### config.mk
export PLATFORM = sky130hd
export DESIGN_NAME = clkgen_mode_ctrl
export DESIGN_NICKNAME = d
export VERILOG_FILES = /design/src/rtl/clkgen_mode_pkg.sv /design/src/rtl/clk_mode_decode.sv /design/src/rtl/ext_ref_range_check.sv /design/src/rtl/clk_lock_monitor.sv /design/src/rtl/clkgen_mode_ctrl.sv
export SDC_FILE = /design/constraint.sdc
export NUM_CORES = 1
export LEC_CHECK = 0
export BUFFER_PORTS_ARGS = -buffer_cell sky130_fd_sc_hd__buf_2
export CORE_AREA = 4 4 56 58
export DETAILED_ROUTE_END_ITERATION = 10
export DIE_AREA = 0 0 60 62
export GPL_TIMING_DRIVEN = 0
export HOLD_SLACK_MARGIN = 0.06
export PLACE_DENSITY_LB_ADDON = 0.25
export SKIP_CTS_REPAIR_TIMING = 1
export SLEW_MARGIN = 20
export SYNTH_ARGS = -nofsm -noshare
export SYNTH_HDL_FRONTEND = slang
export SYNTH_HIERARCHICAL = 1
export SYNTH_SLANG_ARGS = --single-unit
export TNS_END_PERCENT = 10
### constraint.sdc
create_clock -name clk -period 2.05 [get_ports clk]
set_input_delay 0.205 -clock clk [delete_from_list [all_inputs] [get_ports clk]]
set_output_delay 0.205 -clock clk [all_outputs]
set_load 0.005 [all_outputs]
### src/rtl/clkgen_mode_pkg.sv
package clkgen_mode_pkg;

    typedef enum logic [1:0] {
        MODE_ENG_INT    = 2'd0,
        MODE_ENG_EXT    = 2'd1,
        MODE_BYP_INT    = 2'd2,
        MODE_BYP_INT_LP = 2'd3
    } clk_mode_e;

    typedef struct packed {
        clk_mode_e mode;
        logic      irc_en;
        logic      ext_en;
        logic      fll_en;
        logic      fll_ref_ext;
        logic      out_sel_ref;
        logic      div_err;
        logic      cfg_invalid;
    } ctrl_state_t;

    localparam ctrl_state_t CTRL_RESET = '{
        mode:        MODE_ENG_INT,
        irc_en:      1'b1,
        ext_en:      1'b0,
        fll_en:      1'b1,
        fll_ref_ext: 1'b0,
        out_sel_ref: 1'b0,
        div_err:     1'b0,
        cfg_invalid: 1'b0
    };

endpackage

### src/rtl/clk_mode_decode.sv
module clk_mode_decode
    import clkgen_mode_pkg::*;
(
    input  logic [1:0] src_sel,
    input  logic       ref_int,
    input  logic       low_pwr,
    input  logic       dbg_active,
    output logic       valid_o,
    output clk_mode_e  mode_o
);

    always_comb begin
        valid_o = 1'b0;
        mode_o  = MODE_ENG_INT;
        unique case (src_sel)
            2'b00: begin
                valid_o = 1'b1;
                mode_o  = ref_int ? MODE_ENG_INT : MODE_ENG_EXT;
            end
            2'b01: begin
                if (ref_int) begin
                    valid_o = 1'b1;
                    mode_o  = (low_pwr && !dbg_active) ? MODE_BYP_INT_LP : MODE_BYP_INT;
                end
            end
            default: begin
                valid_o = 1'b0;
            end
        endcase
    end

endmodule

### src/rtl/ext_ref_range_check.sv
module ext_ref_range_check #(
    parameter longint unsigned EXT_FREQ_HZ = 64'd32768,
    parameter int unsigned     DIV_EXP_W   = 3,
    parameter int unsigned     HI_RANGE_SH = 5
) (
    input  logic [DIV_EXP_W-1:0] div_exp,
    input  logic                 div_rng_hi,
    output logic                 in_range_o
);

    localparam int unsigned NDIV = 1 << DIV_EXP_W;
    // window bounds scaled to integers: 31250*2 and 39062.5*16
    localparam longint unsigned LO_X2  = 64'd62500;
    localparam longint unsigned HI_X16 = 64'd625000;

    logic [2*NDIV-1:0] ok_tab;

    for (genvar g = 0; g < 2 * NDIV; g++) begin : g_tab
        localparam int unsigned     SHIFT = (g % NDIV) + ((g >= NDIV) ? HI_RANGE_SH : 0);
        localparam longint unsigned DIV   = 64'd1 << SHIFT;
        assign ok_tab[g] = (EXT_FREQ_HZ * 64'd2 >= LO_X2 * DIV) &&
                           (EXT_FREQ_HZ * 64'd16 <= HI_X16 * DIV);
    end

    always_comb begin
        in_range_o = ok_tab[{div_rng_hi, div_exp}];
    end

endmodule

### src/rtl/clk_lock_monitor.sv
module clk_lock_monitor #(
    parameter int unsigned TARGET = 1024,
    parameter int unsigned TOL    = 2,
    parameter int unsigned NEED   = 4
) (
    input  logic clk,
    input  logic rst_n,
    input  logic restart,
    input  logic fll_in,
    input  logic ref_in,
    output logic lock_o
);

    localparam int unsigned CNT_MAX = TARGET + TOL + 1;
    localparam int unsigned CNT_W   = $clog2(CNT_MAX + 1);
    localparam int unsigned GOOD_W  = $clog2(NEED + 1);
    localparam logic [CNT_W-1:0]  WIN_LO    = CNT_W'(TARGET - TOL);
    localparam logic [CNT_W-1:0]  WIN_HI    = CNT_W'(TARGET + TOL);
    localparam logic [CNT_W-1:0]  CNT_SAT   = CNT_W'(CNT_MAX);
    localparam logic [GOOD_W-1:0] GOOD_FULL = GOOD_W'(NEED);

    typedef struct packed {
        logic [CNT_W-1:0]  cnt;
        logic              armed;
        logic [GOOD_W-1:0] good;
        logic              lock;
        logic              fll_prev;
        logic              ref_prev;
    } mon_t;

    mon_t mon_d, mon_q;
    logic fll_edge, ref_edge, in_win;
    logic [GOOD_W-1:0] good_inc;

    always_comb begin
        fll_edge = fll_in && !mon_q.fll_prev;
        ref_edge = ref_in && !mon_q.ref_prev;
        in_win   = (mon_q.cnt >= WIN_LO) && (mon_q.cnt <= WIN_HI);
        good_inc = (mon_q.good == GOOD_FULL) ? GOOD_FULL : mon_q.good + GOOD_W'(1);

        mon_d          = mon_q;
        mon_d.fll_prev = fll_in;
        mon_d.ref_prev = ref_in;

        if (restart) begin
            mon_d.cnt   = '0;
            mon_d.armed = 1'b0;
            mon_d.good  = '0;
            mon_d.lock  = 1'b0;
        end else if (ref_edge) begin
            if (mon_q.armed) begin
                if (in_win) begin
                    mon_d.good = good_inc;
                    mon_d.lock = (good_inc == GOOD_FULL);
                end else begin
                    mon_d.good = '0;
                    mon_d.lock = 1'b0;
                end
            end
            mon_d.armed = 1'b1;
            mon_d.cnt   = fll_edge ? CNT_W'(1) : '0;
        end else if (fll_edge && mon_q.armed && (mon_q.cnt != CNT_SAT)) begin
            mon_d.cnt = mon_q.cnt + CNT_W'(1);
        end
    end

    always_ff @(posedge clk) begin
        if (!rst_n) begin
            mon_q <= '0;
        end else begin
            mon_q <= mon_d;
        end
    end

    assign lock_o = mon_q.lock;

    AST_LOCK_RISES_ON_REF: assert property (@(posedge clk) disable iff (!rst_n)
        $rose(mon_q.lock) |-> ($past(ref_in) && !$past(mon_q.ref_prev)));

    AST_RESTART_UNLOCKS: assert property (@(posedge clk) disable iff (!rst_n)
        restart |=> !lock_o);

endmodule

### src/rtl/clkgen_mode_ctrl.sv
module clkgen_mode_ctrl
    import clkgen_mode_pkg::*;
#(
    parameter longint unsigned EXT_FREQ_HZ = 64'd32768,
    parameter int unsigned     DIV_EXP_W   = 3,
    parameter int unsigned     LOCK_TARGET = 1024,
    parameter int unsigned     LOCK_TOL    = 2,
    parameter int unsigned     LOCK_NEED   = 4
) (
    input  logic                 clk,
    input  logic                 rst_n,
    input  logic [1:0]           src_sel,
    input  logic                 ref_int,
    input  logic                 low_pwr,
    input  logic                 dbg_active,
    input  logic [DIV_EXP_W-1:0] div_exp,
    input  logic                 div_rng_hi,
    input  logic                 fll_clk_in,
    input  logic                 ref_clk_in,
    output logic [1:0]           mode_o,
    output logic                 irc_en_o,
    output logic                 ext_en_o,
    output logic                 fll_en_o,
    output logic                 fll_ref_ext_o,
    output logic                 out_sel_ref_o,
    output logic                 div_err_o,
    output logic                 cfg_invalid_o,
    output logic                 fll_lock_o
);

    ctrl_state_t st_d, st_q;
    logic        dec_valid;
    clk_mode_e   dec_mode;
    logic        div_in_range;
    logic        mon_restart;

    clk_mode_decode u_decode (
        .src_sel    (src_sel),
        .ref_int    (ref_int),
        .low_pwr    (low_pwr),
        .dbg_active (dbg_active),
        .valid_o    (dec_valid),
        .mode_o     (dec_mode)
    );

    ext_ref_range_check #(
        .EXT_FREQ_HZ (EXT_FREQ_HZ),
        .DIV_EXP_W   (DIV_EXP_W)
    ) u_range (
        .div_exp    (div_exp),
        .div_rng_hi (div_rng_hi),
        .in_range_o (div_in_range)
    );

    always_comb begin
        st_d             = st_q;
        st_d.cfg_invalid = !dec_valid;
        if (dec_valid) begin
            st_d.mode = dec_mode;
        end
        st_d.irc_en      = (st_d.mode != MODE_ENG_EXT);
        st_d.ext_en      = (st_d.mode == MODE_ENG_EXT);
        st_d.fll_en      = (st_d.mode != MODE_BYP_INT_LP);
        st_d.fll_ref_ext = (st_d.mode == MODE_ENG_EXT);
        st_d.out_sel_ref = (st_d.mode == MODE_BYP_INT) || (st_d.mode == MODE_BYP_INT_LP);
        st_d.div_err     = (st_d.mode == MODE_ENG_EXT) && !div_in_range;
        mon_restart      = (st_d.mode != st_q.mode) || !st_d.fll_en;
    end

    always_ff @(posedge clk) begin
        if (!rst_n) begin
            st_q <= CTRL_RESET;
        end else begin
            st_q <= st_d;
        end
    end

    clk_lock_monitor #(
        .TARGET (LOCK_TARGET),
        .TOL    (LOCK_TOL),
        .NEED   (LOCK_NEED)
    ) u_lock (
        .clk     (clk),
        .rst_n   (rst_n),
        .restart (mon_restart),
        .fll_in  (fll_clk_in),
        .ref_in  (ref_clk_in),
        .lock_o  (fll_lock_o)
    );

    assign mode_o        = st_q.mode;
    assign irc_en_o      = st_q.irc_en;
    assign ext_en_o      = st_q.ext_en;
    assign fll_en_o      = st_q.fll_en;
    assign fll_ref_ext_o = st_q.fll_ref_ext;
    assign out_sel_ref_o = st_q.out_sel_ref;
    assign div_err_o     = st_q.div_err;
    assign cfg_invalid_o = st_q.cfg_invalid;

    AST_EXT_DECODE: assert property (@(posedge clk) disable iff (!rst_n)
        ($past(rst_n) && $past(src_sel == 2'b00 && !ref_int)) |-> (mode_o == 2'd1 && ext_en_o));

    AST_LP_FLL_OFF: assert property (@(posedge clk) disable iff (!rst_n)
        ($past(rst_n) && $past(src_sel == 2'b01 && ref_int && low_pwr && !dbg_active)) |-> !fll_en_o);

    AST_INVALID_HOLDS_MODE: assert property (@(posedge clk) disable iff (!rst_n)
        cfg_invalid_o |-> (mode_o == $past(mode_o)));

    AST_MODE_CHANGE_UNLOCK: assert property (@(posedge clk) disable iff (!rst_n)
        (mode_o != $past(mode_o)) |-> !fll_lock_o);

    AST_NO_LOCK_FLL_OFF: assert property (@(posedge clk) disable iff (!rst_n)
        !fll_en_o |-> !fll_lock_o);

endmodule

Word level (Yosys, flattened, before mapping)
Memories as Yosys holds them, arrays and structs flattened.
Cells that the tools add are included.
Cells by class
  $add $sub $neg: 2
  order comparisons: 3
  equality and inequality tests: 10
  mux-type cells: 13
  bitwise logic cells: 1
  reduce and logical (&&, ||, !) cells: 19
Operators with widths (number)
  $mux 11: 2
  $add 11x1->11 const B: 1
  $ge 11x10->1 const B: 1
  $le 11x11->1 const B: 1
  $ne 11x11->1 const B: 1
  $logic_and 1x1->1: 7
  $eq 3x3->1 const B: 2
  $logic_not 1->1: 6
  $lt 4x5->1 const B: 1
  $mux 1: 5
  $eq 2x1->1 const B: 2
  $eq 2x2->1 const B: 2
  $mux 2: 2
  $mux 4: 1
  $pmux 2 s2: 1
  $add 3x1->3 const B: 1
  $mux 3: 1
  $logic_not 2->1: 1
  $logic_or 1x1->1: 2
  $ne 2x1->1 const B: 1
  $ne 2x2->1: 1
  $ne 2x2->1 const B: 1
  $pmux 1 s2: 1
  $reduce_and 2->1: 1
  3 further kinds: 3
Word-level totals
  flip-flop bits (word level): 26
  ROM bits: 16
  bits of input ports: 13
  output and inout bits: 10
  word-level logic and storage cells: 62
  memories kept: 1
Memories
  (name not given): words 16, width 1, read ports 1, clocked after memory_dff 0, wr ports 0, RTL line ext_ref_range_check.sv:26  | in_range_o = ok_tab[{div_rng_hi, div_exp}];

Longest topological paths before layout
Gate-level depths: netlist (run 1).
  depth after elaboration: 10
  gate-level depth with buffers: 10
  depth with buffers taken out: 10

Cells and area by module
Netlist (run 1), hierarchy kept.
By module, submodules not included
  clk_lock_monitor: instances 1, cells an instance 101, area each 865.8 um2, sequential area each 360.3 um2
  clkgen_mode_ctrl: instances 1, cells an instance 26, area each 294.0 um2, sequential area each 140.1 um2
  clk_mode_decode: instances 1, cells an instance 7, area each 40.0 um2, sequential area each 0.0 um2
  ext_ref_range_check: instances 1, cells an instance 1, area each 12.5 um2, sequential area each 0.0 um2

Worst setup path before layout (run 1)
OpenSTA, ideal clock, no wires.
  kind: in2reg
  start point: in src_sel[0]
  end point: reg u_lock.mon_q, in the netlist u_lock/lock_o
  setup time: 0.069 ns
  arrival: 1.962 ns
  required time: 1.981 ns
  setup slack: 0.019 ns
  cell stages on the path: 10
  path buffers: 0
  cells stage by stage: or2_1 a21oi_2 inv_1 a21o_2 a22o_2 and2b_1 and3_1 o211ai_1 or3_1 o21ai_1
On the way
  word-level cells in the longest chain between the ends: 7
  elaborated cells on any way between the ends: 10
  classes of those cells: 3 x eq/ne; 3 x mux; 4 x reduce/logical
RTL lines
  start: declaration: RTL line clkgen_mode_ctrl.sv:12  | input logic [1:0] src_sel,
  $eq 2x1->1 or $logic_not 2->1 (tied branches): RTL line clk_mode_decode.sv:15  | unique case (src_sel)
  $pmux 2 s2 *: RTL line clk_mode_decode.sv:15
  named net dec_mode[0]: RTL line clkgen_mode_ctrl.sv:33  | clk_mode_e dec_mode;
  $mux 2 *: RTL line clkgen_mode_ctrl.sv:58  | if (dec_valid) begin
  $ne 2x2->1: RTL line clkgen_mode_ctrl.sv:63  | st_d.fll_en = (st_d.mode != MODE_BYP_INT_LP);
  $logic_not 1->1: RTL line clkgen_mode_ctrl.sv:67  | mon_restart = (st_d.mode != st_q.mode) || !st_d.fll_en;
  $logic_or 1x1->1 *: RTL line clkgen_mode_ctrl.sv:67
  named net mon_restart: RTL line clkgen_mode_ctrl.sv:35  | logic mon_restart;
  $reduce_or 2->1 (no source line) *
  end signal: assignment: RTL line clk_lock_monitor.sv:71  | mon_q <= mon_d;
  end: declaration: RTL line clk_lock_monitor.sv:31  | mon_t mon_d, mon_q;
Mark *: on every way through the listed nets, which the timed path passes. The rest lies on a longest branch.
A chain may end at the register's enable or synchronous reset.

Worst setup path in the final report (run 1)
Ends and elaborated chain as after synthesis.

==> results of run 1 <==
==> metrics by stage <==
| step | setup TNS (ns) | instance area, um2 | hold WS [ns] |
|---|---|---|---|
| after floorplan | 0 | 1210 | 0.289 |
| after global placement | -0.280 | 1360 | 0.421 |
| after detailed placement | -0.976 | 1360 | 0.423 |
| after CTS | -0.0118 | 1390 | 0.0744 |
| after global routing | -0.00172 | 1410 | 0.0870 |
| final | 0 | 1410 | 0.118 |
==> cell type report <==
class	count	area, um2	share of cell area [%]
plain buffers	4	37.5	2.66
clock buffers	3	22.5	1.60
clock inverters	1	7.51	0.532
inverters	7	26.3	1.86
multi-input cells	99	653	46.3
flip-flops and latches	25	504	35.8
well taps	31	38.8	2.75
repair buffers	23	120	8.52
==> how the worst min path moves through the flow <==
stage | slack, ns | endpoint | depth (start not counted) | startpoint
finish | 0.12 | u_lock/mon_q[1]$_SDFF_PN0_ | 2 | fll_clk_in
global route | 0.09 | u_lock/mon_q[1]$_SDFF_PN0_ | 2 | fll_clk_in
CTS | 0.07 | u_lock/mon_q[0]$_SDFF_PN0_ | 2 | ref_clk_in
detailed placement | 0.42 | u_lock/mon_q[0]$_SDFF_PN0_ | 2 | ref_clk_in
global placement | 0.42 | u_lock/mon_q[0]$_SDFF_PN0_ | 2 | ref_clk_in
floorplan | 0.29 | irc_en_o$_SDFF_PN1_ | 1 | rst_n
==> critical path: cells and delay by family <==
kind | cells | cell delay [ns]
buffers and inverters | 2 | 0.20
AOI/OAI and AO/OA | 5 | 0.83
and+or+nand+nor | 4 | 1.00
==> layer usage <==
metal	vias to the layer above	track usage (%)	part of all wire, %
met5	-	0	0
met4	0	3.80	0
met3	0	3.10	5.2
met2	18	21.6	47
met1	445	16.1	48
li1	517	-	-
==> placed cells by master (no fill, tap or decap), types with 2 or more instances in the layout <==
cell type,n
a21oi_1,9
and2_1,2
and2b_2,2
buf_2,22
buf_4,2
buf_6,2
clkbuf_4,3
dfxtp_1,24
ha_1,4
inv_1,7
mux2i_1,2
nand2_1,12
nand2b_1,2
nand3_1,3
nand4b_1,2
nor2_1,12
nor3_1,4
o21ai_0,9
or3_1,5
xnor2_1,4
xor2_1,2
==> cell usage after synthesis, drive strengths merged, types with 3 or more instances <==
| master | number | area [um2] |
|---|---|---|
| or3 | 5 | 31.3 |
| buf | 4 | 37.5 |
| nand3 | 4 | 25.0 |
| o21ai | 11 | 58.8 |
| and2b | 3 | 25.0 |
| inv | 7 | 26.3 |
| nor2 | 12 | 45.0 |
| nand2 | 12 | 45.0 |
| ha | 4 | 50.1 |
| xnor2 | 4 | 35.0 |
| a21oi | 10 | 53.8 |
| nor3 | 4 | 20.0 |
| dfxtp | 25 | 500 |
==> power groups by stage <==
| stage | sequential [mW] | combinational, mW | clock, mW |
|---|---|---|---|
| after floorplan | 0.513 | 0.0516 | 0 |
| after global placement | 0.514 | 0.0783 | 0 |
| after detailed placement | 0.514 | 0.0811 | 0 |
| after CTS | 0.504 | 0.0817 | 0.237 |
| after global routing | 0.505 | 0.0914 | 0.261 |
| final | 0.503 | 0.0829 | 0.223 |
==> flip-flops by register name (all words and copies together), names as in the netlist <==
register       count
div_err_o          1
fll_ref_ext_o      1
irc_en_o           1
fll_en_o           1
mode_o             2
u_lock/lock_o      1
cfg_invalid_o      1
u_lock/mon_q      17
==> cells by family after synthesis <==
| logic type | count (synthesis) |
|---|---|
| and+or+nand+nor | 61 |
| DFF | 25 |
| buffers and inverters | 11 |
| adders and majority gates | 4 |
| AOI/OAI and AO/OA | 26 |
| muxes | 2 |
| xor gates and xnor gates | 6 |
==> summary.txt, run 1 <==
Outcome
  – Status: finished clean

Die
  – Core outline area: around 0.0027 mm2
  – Initial cell density of the core: about 46%
  – Die area: 0.00372 mm2
  – IO Pins: 23
  – Die X: 60 um
  – Row count: 19
  – Die Y: between 60 and 70 um

Global route
  – Vias in the first global route: 905
  – GRT overflow: 0
  – Initial antenna violation count: 0
  – Largest net degree at the start of global routing: 16
  – Gr usage total: 12.8%
  – First-pass GRT wire length: between 3000 and 4000 um

Route
  – DR WL/cell: roughly 12 um
  – First-pass detailed-route iteration total: 2
  – DRT iter0 DRCs: 43
  – Post-route ant nets: 0
  – Detailed Route WL: approximately 2200 um
  – DRC violations left: 0
  – Vias per cell: ~5.1
  – Total vias in the final route: 980

Clock network
  – CTS Sinks: 25
  – Worst-path clk slew: about 0.14 ns
  – CTS tree: yes
  – Worst skew pair latency: between 0.3 and 0.4 ns
  – CTS Root Cell: clkbuf_4
  – Num CTS Buffers: 3
  – Max clock buf depth: 2
  – CTS H-tree lvls: 1

Critical path
  – Critical path class: primary input to register
  – Worst Setup SP: src_sel[0]
  – Reg2Reg Depth: 8
  – Crit path to: u_lock/lock_o$_SDFFE_PP0P_
  – CP Cell Sequence: buf_2 -> or2_1 -> a21oi_2 -> inv_1 -> a21o_2 -> a22o_2 -> and2b_1 -> and3_4 -> o211ai_1 -> or3_1 -> o21ai_1
  – Max FO, Critical Path: 4
  – Flop-to-flop setup slack: about 0.09 ns
  – Arrival time worst endpoint: 2.24 ns
  – Worst r2r dst: u_lock/lock_o$_SDFFE_PP0P_
  – Slowest CP cell: or3_1
  – Slowest stage delay, CP: ~0.35 ns
  – Critical Path RT: around 2.3 ns
  – Setup crit start kind: primary input
  – Worst setup EP type: register
  – Reg-to-reg critical path startpoint: mode_o[1]$_SDFF_PN0_

Place
  – Post-DP HPWL: 1670 um
  – # port buffers: 22
  – Worst slack, placed: -0.294 ns
  – DP Cell Count: roughly 190
  – Final estimated routing congestion in global placement: 0.787

Synthesis
  – Synth Area in Compound Gates: 13.0%
  – Number of synthesis warnings: 6
  – Synth Area in Adders: 4.13%
  – Async set-reset flop share out of synthesis: 0%
  – Post-Synth XOR/XNOR Area: about 4.3%
  – Syn_area_per_cell: approximately 9.0 um2
  – Most used DFF post-synth: dfxtp_1
  – Sequential cell area fraction in the yosys report: 41.3%
  – Largest family of logic cells by synthesized area: simple AND/OR/NAND/NOR gates
  – Post-Synth Simple-Gate Area: a little under a third
  – Mapped Nets: ~150
  – Distinct cells, synth: 44
  – Fraction of synthesized area in multiplexers: between 1.5 and 2%
  – Synthesized instance count: around 140
  – Number of enable flip-flop cells after synthesis: 0
  – Register bit total from synthesis: 25
  – Post-synthesis cell area: between 0.001 and 0.0015 mm2

STA
  – Final worst path period need: approximately 2.0 ns
  – F_max: around 510 MHz
  – Hold Fails Final Rpt: 0
  – Worst slew margin: about three quarters
  – Clock skew: 0.00735 ns
  – Final period util: roughly 96%
  – Fin. max-slew vios: 0
  – Worst Tran Pin Value: between 0.3 and 0.4 ns
  – Final setup viols: 0
  – Post-route setup slack: 0.0774 ns

Power
  – PD cells: approximately 570 mW/mm2
  – Gate power share: between 10% and 20%
  – Sw Ratio: between 20% and 30%
  – Psw: 0.196 mW
  – Max IR drop VDD: between 0.0004 and 0.0005 V
  – Leakage: between 0.5 and 0.6 nW
  – Seq pwr share: 62.2%
  – Cell-internal power: approximately 0.61 mW
  – Clock share of power: approximately 28%
  – Final total power: between 0.8 and 0.9 mW

Cells and area
  – Layout Cells excl Fill: roughly 190
  – Ant diodes: 0
  – Final #Nets: 180
  – Layout area overhead: 16.3%
  – Layout cell share with drive strength beyond 1: 29.0%
  – Fill cells: approximately 270
  – Util after Layout: around 53%

Job
  – Max Cap Viol: 0

Hold path
  – Hold crit path type: primary input to register
Note: power is estimated with default switching activity, not from simulation.
==> inputs of run 2 (changes only) <==
--- a/config.mk
+++ b/config.mk
@@ -6,12 +6,13 @@
 export NUM_CORES = 1
 export LEC_CHECK = 0
 export BUFFER_PORTS_ARGS = -buffer_cell sky130_fd_sc_hd__buf_2
-export CORE_AREA = 4 4 56 58
+export CORE_AREA = 4 4 61 63
 export DETAILED_ROUTE_END_ITERATION = 10
-export DIE_AREA = 0 0 60 62
+export DIE_AREA = 0 0 65 67
 export GPL_TIMING_DRIVEN = 0
 export HOLD_SLACK_MARGIN = 0.06
 export PLACE_DENSITY_LB_ADDON = 0.25
+export RECOVER_POWER = 25
 export SKIP_CTS_REPAIR_TIMING = 1
 export SLEW_MARGIN = 20
 export SYNTH_ARGS = -nofsm -noshare
==> run 2 against run 1 <==
Net effect: routed wire length decreased by 1.7%; setup slack better by 0.015 ns; die area grew 17%; combinational power shrank 2%; clock skew increased by 0.0029 ns; clock power grew 4%; largest cell class unchanged; via count rose by 1.5%; design area rose by 0.98%; worst hold slack worse by 0.031 ns.
==> summary.txt, run 2 (synthesized netlist as in run 1, its figures left out) <==
Outcome
  – Status: finished clean (unchanged)

Critical path
  – Critical path class: primary input to register (unchanged)
  – Max FO, Critical Path: 4 (unchanged)
  – Worst setup EP type: register (unchanged)
  – Critical Path RT: 2.32 ns (was 2.31 ns)
  – Arrival time worst endpoint: 2.23 ns (was 2.24 ns)
  – Setup crit start kind: primary input (unchanged)

Clock network
  – Num CTS Buffers: 3 (unchanged)
  – CTS Root Cell: clkbuf_4 (unchanged)
  – Worst-path clk slew: 0.15 ns (was 0.14 ns)
  – Worst skew pair latency: 0.32 ns (was 0.31 ns)
  – CTS Sinks: 25 (unchanged)
  – CTS tree: yes (unchanged)
  – CTS H-tree lvls: 1 (unchanged)
  – Max clock buf depth: 2 (unchanged)

Route
  – Detailed Route WL: 2200 um (was 2240 um)
  – First-pass detailed-route iteration total: 5 (was 2)
  – WL met2: 1060 um (was 1050 um)
  – DR WL/cell: 10.5 um (was 11.6 um)
  – Metal-1 WL: 1050 um (was 1080 um)
  – DRC violations left: 0 (unchanged)
  – Top Metal Used: met4 (was met3)
  – DRT iter0 DRCs: 17 (was 43)
  – Total vias in the final route: 995 (was 980)
  – Routed met3 length: 79 um (was 116 um)
  – Post-route ant nets: 0 (unchanged)
  – Vias per cell: 4.74 (was 5.08)

Global route
  – Vias in the first global route: 936 (was 905)
  – Initial antenna violation count: 0 (unchanged)
  – GRT overflow: 0 (unchanged)
  – Gr usage total: 11.1% (was 12.8%)
  – Largest net degree at the start of global routing: 17 (was 16)
  – First-pass GRT wire length: 3790 um (was 3700 um)

Cells and area
  – Most flops, register: u_lock/mon_q (unchanged)
  – Most common cell after layout, fill and taps aside: dfxtp_1 (unchanged)
  – Layout area overhead: 17.4% (was 16.3%)
  – Layout cell share with drive strength beyond 1: 27.4% (was 29.0%)
  – Fill cells: 330 (was 274)
  – Largest register FFs: 17 (unchanged)
  – Final #Nets: 182 (was 180)
  – Commonest cells after routing, fill and taps aside: dfxtp_1, buf_2, nor2_1, nand2_1 (unchanged)
  – Ant diodes: 0 (unchanged)

Die
  – Die area: 0.00436 mm2 (was 0.00372 mm2)
  – IO Pins: 23 (unchanged)
  – Die Y: 67 um (was 62 um)
  – Die X: 65 um (was 60 um)
  – Row count: 21 (was 19)
  – Initial cell density of the core: 37.5% (was 45.5%)
  – Core outline area: 0.00323 mm2 (was 0.00266 mm2)

Place
  – Final estimated routing congestion in global placement: 0.767 (was 0.787)
  – Post-DP HPWL: 1670 um (about the same)
  – # port buffers: 22 (unchanged)

STA
  – Fin. max-slew vios: 0 (unchanged)
  – Final period util: 95.5% (was 96.2%)
  – F_max: 511 MHz (was 507 MHz)
  – Final worst path period need: 1.96 ns (was 1.97 ns)
  – Worst slew margin: 78.0% (was 76.7%)
  – Clock skew: 0.0102 ns (was 0.00735 ns)
  – Hold Fails Final Rpt: 0 (unchanged)
  – Final setup viols: 0 (unchanged)
  – Worst Tran Pin Value: 0.330 ns (was 0.349 ns)
  – Hold WS: 0.0868 ns (was 0.118 ns)

Power
  – Leakage: 0.548 nW (was 0.546 nW)
  – Final total power: 0.817 mW (was 0.809 mW)
  – PD cells: 574 mW/mm2 (about the same)
  – Max IR drop VDD: 0.000379 V (was 0.000458 V)

Job
  – Max Cap Viol: 0 (unchanged)

Hold path
  – Hold crit path type: primary input to register (unchanged)
## run 2: cell count changes in the layout (fill, tap and decap cells not counted), sizes merged
cell         previous run  this run
inv                     7         8
dlygate4sd3             1         0
clkinvlp                1         0
clkbuf                  3         6
## run 2: path summary, 6_finish.rpt
check                                           startpoint  slack (ns)  depth (start not counted)                          to
worst max-delay path                            src_sel[0]        0.09                         11  u_lock/lock_o$_SDFFE_PP0P_
worst min-delay path                            ref_clk_in        0.09                          2  u_lock/mon_q[0]$_SDFF_PN0_
worst max register to register        mode_o[1]$_SDFF_PN0_        0.13                          8  u_lock/lock_o$_SDFFE_PP0P_
worst min register to register  u_lock/lock_o$_SDFFE_PP0P_        0.46                          2  u_lock/lock_o$_SDFFE_PP0P_
## run 2: per-stage QoR
step	area, um2	std cells	utilization, %	worst slack (ns)	TNS (ns)
after floorplan	1210	135	-	0.0189	0
after global placement	1380	203	42.7	-0.217	-0.285
after detailed placement	1380	203	42.7	-0.268	-0.620
after CTS	1410	207	43.7	-0.00230	-0.00230
after global routing	1420	210	44.1	-0.0147	-0.0147
final	1420	210	44.1	0.0925	0
## run 2: critical path, stage by stage
cell and delay, ns:
buf_2 0.12, or2_1 0.23, a21oi_2 0.19, inv_1 0.07
a21o_2 0.21, a22o_2 0.21, and2b_1 0.22, and3_4 0.20
o211ai_1 0.10, or3_1 0.35, o21ai_1 0.11
## run 2: final cells by class
class | count | area [um2] | share of cell area (%)
Clock inverter | 1 | 8.76 | 0.615
Buffer | 4 | 30.0 | 2.11
Multi-Input combinational cell | 99 | 644 | 45.3
Clock buffer | 3 | 22.5 | 1.58
Tap cell | 46 | 57.6 | 4.04
Timing Repair Buffer | 25 | 130 | 9.14
Sequential cell | 25 | 504 | 35.4
Inverter | 7 | 26.3 | 1.85
## run 2: per-layer routing
layer,GRT usage [%],vias to the layer above
met4,3.17,0
li1,-,527
met3,3.54,2
met2,19.3,14
met5,0,-
met1,13.0,452
## run 2: report_power, final
| part | internal, mW | switching, mW | total, mW |
|---|---|---|---|
| Sequential | 0.495 | 0.00750 | 0.502 |
| Clock | 0.0793 | 0.154 | 0.233 |
| Combinational | 0.0426 | 0.0384 | 0.0810 |
==> inputs of run 3 (changes only) <==
--- a/config.mk
+++ b/config.mk
@@ -6,9 +6,11 @@
 export NUM_CORES = 1
 export LEC_CHECK = 0
 export BUFFER_PORTS_ARGS = -buffer_cell sky130_fd_sc_hd__buf_2
-export CORE_AREA = 4 4 61 63
+export CELL_PAD_IN_SITES_DETAIL_PLACEMENT = 1
+export CELL_PAD_IN_SITES_GLOBAL_PLACEMENT = 2
+export CORE_AREA = 4 4 70 72
 export DETAILED_ROUTE_END_ITERATION = 10
-export DIE_AREA = 0 0 65 67
+export DIE_AREA = 0 0 74 76
 export GPL_TIMING_DRIVEN = 0
 export HOLD_SLACK_MARGIN = 0.06
 export PLACE_DENSITY_LB_ADDON = 0.25
==> run 3 against run 2 <==
Net effect: register-to-register slack worse by 0.07 ns; clock skew down 0.0080 ns; global-route usage down 0.61 points; critical path depth down 3; combinational power up 9.6%; largest cell class unchanged; non-clock buffer count down 1; sequential power about the same; design area up 3.5%; sequential share of layout area down 1.4 points; maximum frequency down 1.7%.
==> summary.txt, run 3 (synthesized netlist as in run 1, its figures left out) <==
Critical path
  – Flop-to-flop setup slack: 0.06 ns (was 0.13 ns)
  – Setup crit start kind: register (was primary input)
  – CP Cell Sequence: xnor2_1 -> o21ai_0 -> a22o_4 -> and2b_1 -> and3_4 -> o211ai_1 -> or3_1 -> o21ai_1 (was buf_2 -> or2_1 -> a21oi_2 -> inv_1 -> a21o_2 -> a22o_2 -> and2b_1 -> and3_4 -> o211ai_1 -> or3_1 -> o21ai_1)
  – Slowest stage delay, CP: 0.40 ns (was 0.35 ns)
  – Worst setup EP type: register (unchanged)
  – Critical path class: register to register (was primary input to register)
  – Slowest CP cell: dfxtp_2 (was or3_1)
  – Arrival time worst endpoint: 2.20 ns (was 2.23 ns)
  – CP bufs+invs: 0 (was 2)
  – Critical Path RT: 2.26 ns (was 2.32 ns)
  – Max FO, Critical Path: 6 (was 4)
  – Top delay family on crit path: simple AND/OR/NAND/NOR gates (unchanged)

Route
  – DR WL/cell: 12.2 um (was 10.5 um)
  – Total vias in the final route: 1037 (was 995)
  – DRT iter0 DRCs: 28 (was 17)
  – WL met2: 1320 um (was 1060 um)
  – Post-route ant nets: 0 (unchanged)
  – Vias per cell: 4.82 (was 4.74)
  – Detailed Route WL: 2620 um (was 2200 um)
  – Top Metal Used: met4 (unchanged)
  – DRC violations left: 0 (unchanged)
  – Routed met3 length: 103 um (was 79 um)
  – Metal-1 WL: 1160 um (was 1050 um)
  – First-pass detailed-route iteration total: 2 (was 5)

Global route
  – Initial antenna violation count: 0 (unchanged)
  – GRT overflow: 0 (unchanged)
  – Gr usage total: 10.5% (was 11.1%)
  – Largest net degree at the start of global routing: 14 (was 17)
  – First-pass GRT wire length: 4750 um (was 3790 um)
  – Vias in the first global route: 1078 (was 936)

Cells and area
  – Most flops, register: u_lock/mon_q (unchanged)
  – Layout cell share with drive strength beyond 1: 29.4% (was 27.4%)
  – Largest register FFs: 17 (unchanged)
  – Layout area overhead: 21.6% (was 17.4%)
  – Most common cell after layout, fill and taps aside: dfxtp_1 (unchanged)
  – Commonest cells after routing, fill and taps aside: dfxtp_1, buf_2, nor2_1, nand2_1 (unchanged)
  – Final #Nets: 181 (was 182)
  – Ant diodes: 0 (unchanged)
  – Register area: 502 um2 (was 504 um2)
  – Design area: 0.00147 mm2 (was 0.00142 mm2)
  – Util after Layout: 34.3% (was 44.1%)
  – Fill cells: 513 (was 330)
  – Multi-input gate area: 661 um2 (was 644 um2)

STA
  – RSZ-0062 raised after global routing: true
  – F_max: 502 MHz (was 511 MHz)
  – Worst slew margin: 76.8% (was 78.0%)
  – Hold Fails Final Rpt: 0 (unchanged)
  – Clock skew: 0.00221 ns (was 0.0102 ns)
  – Post-route setup slack: 0.0580 ns (was 0.0925 ns)
  – Final period util: 97.2% (was 95.5%)
  – Final setup viols: 0 (unchanged)
  – Final worst path period need: 1.99 ns (was 1.96 ns)
  – Fin. max-slew vios: 0 (unchanged)
  – Worst Tran Pin Value: 0.348 ns (was 0.330 ns)

Place
  – Placed Area: 0.00139 mm2 (was 0.00138 mm2)
  – Final estimated routing congestion in global placement: 0.794 (was 0.767)
  – Post-DP HPWL: 2030 um (was 1670 um)
  – # port buffers: 22 (unchanged)
  – Worst slack, placed: -0.282 ns (was -0.268 ns)

Power
  – PD cells: 600 mW/mm2 (was 574 mW/mm2)
  – Gate power share: 10.0% (was 9.9%)
  – Max IR drop VDD: 0.000206 V (was 0.000379 V)
  – Seq pwr share: 56.9% (was 61.5%)
  – Leakage: 0.570 nW (was 0.548 nW)
  – Final total power: 0.885 mW (was 0.817 mW)
  – Cell-internal power: 0.682 mW (was 0.617 mW)
  – Psw: 0.203 mW (was 0.200 mW)
  – Clock share of power: 33.1% (was 28.6%)
  – Sw Ratio: 22.9% (was 24.5%)

Job
  – Max Cap Viol: 0 (unchanged)

Die
  – Initial cell density of the core: 28.2% (was 37.5%)
  – Die Y: 76 um (was 67 um)
  – IO Pins: 23 (unchanged)
  – Core outline area: 0.00429 mm2 (was 0.00323 mm2)
  – Row count: 24 (was 21)
  – Die area: 0.00562 mm2 (was 0.00436 mm2)
  – Die X: 74 um (was 65 um)

Clock network
  – CTS H-tree lvls: 1 (unchanged)
  – Worst-path clk slew: 0.08 ns (was 0.15 ns)
  – CTS Root Cell: clkbuf_8 (was clkbuf_4)
  – Num CTS Buffers: 3 (unchanged)
  – Max clock buf depth: 2 (unchanged)
  – CTS tree: yes (unchanged)
  – CTS Sinks: 25 (unchanged)
  – Worst skew pair latency: 0.27 ns (was 0.32 ns)

Hold path
  – Hold crit path type: primary input to register (unchanged)

Outcome
  – Status: finished clean (unchanged)
-- run 3: changes by cell type in the layout (fill, tap and decap cells not counted), sizes merged --
| cell | change |
|---|---|
| clkbuf | -2 |
| buf | +2 |
| inv | -1 |
-- run 3: power groups by stage --
stage / sequential (mW) / combinational (mW) / clock (mW)
2_1_floorplan: 0.513 / 0.0516 / 0
6_report: 0.503 / 0.0888 / 0.293
3_3_place_gp: 0.514 / 0.0809 / 0
5_1_grt: 0.506 / 0.100 / 0.332
4_1_cts: 0.503 / 0.0835 / 0.313
3_5_place_dp: 0.515 / 0.0832 / 0
-- run 3: layout make-up --
type                       count  area share (%)
sequential                    25            34.0
inverter                       7            1.78
multi-input combinational     99            44.8
timing repair buffer          24            9.34
buffer                         4            2.55
tap                           52            4.41
clock buffer                   4            3.06
-- run 3: routing by layer --
metal	vias to the layer above	global-route usage [%]
li1	521	-
met1	494	13.1
met2	17	17.1
met3	5	2.51
met4	0	3.80
met5	-	0
-- run 3: path summary, 6_finish.rpt --
check | startpoint | to | cells past startpoint
max | mode_o[1]$_SDFF_PN0_ | u_lock/lock_o$_SDFFE_PP0P_ | 8
max reg2reg | mode_o[1]$_SDFF_PN0_ | u_lock/lock_o$_SDFFE_PP0P_ | 8
min | ref_clk_in | u_lock/mon_q[0]$_SDFF_PN0_ | 2
min reg2reg | u_lock/lock_o$_SDFFE_PP0P_ | u_lock/lock_o$_SDFFE_PP0P_ | 2
-- run 3: metrics by stage --
| stage | std cells | hold WS (ns) | TNS, ns |
|---|---|---|---|
| 2_1_floorplan | 135 | 0.289 | 0 |
| 3_3_place_gp | 209 | 0.422 | -0.453 |
| 3_5_place_dp | 209 | 0.425 | -1.05 |
| 4_1_cts | 213 | 0.142 | -0.0171 |
| 5_1_grt | 215 | 0.139 | -0.0537 |
| 6_report | 215 | 0.146 | 0 |
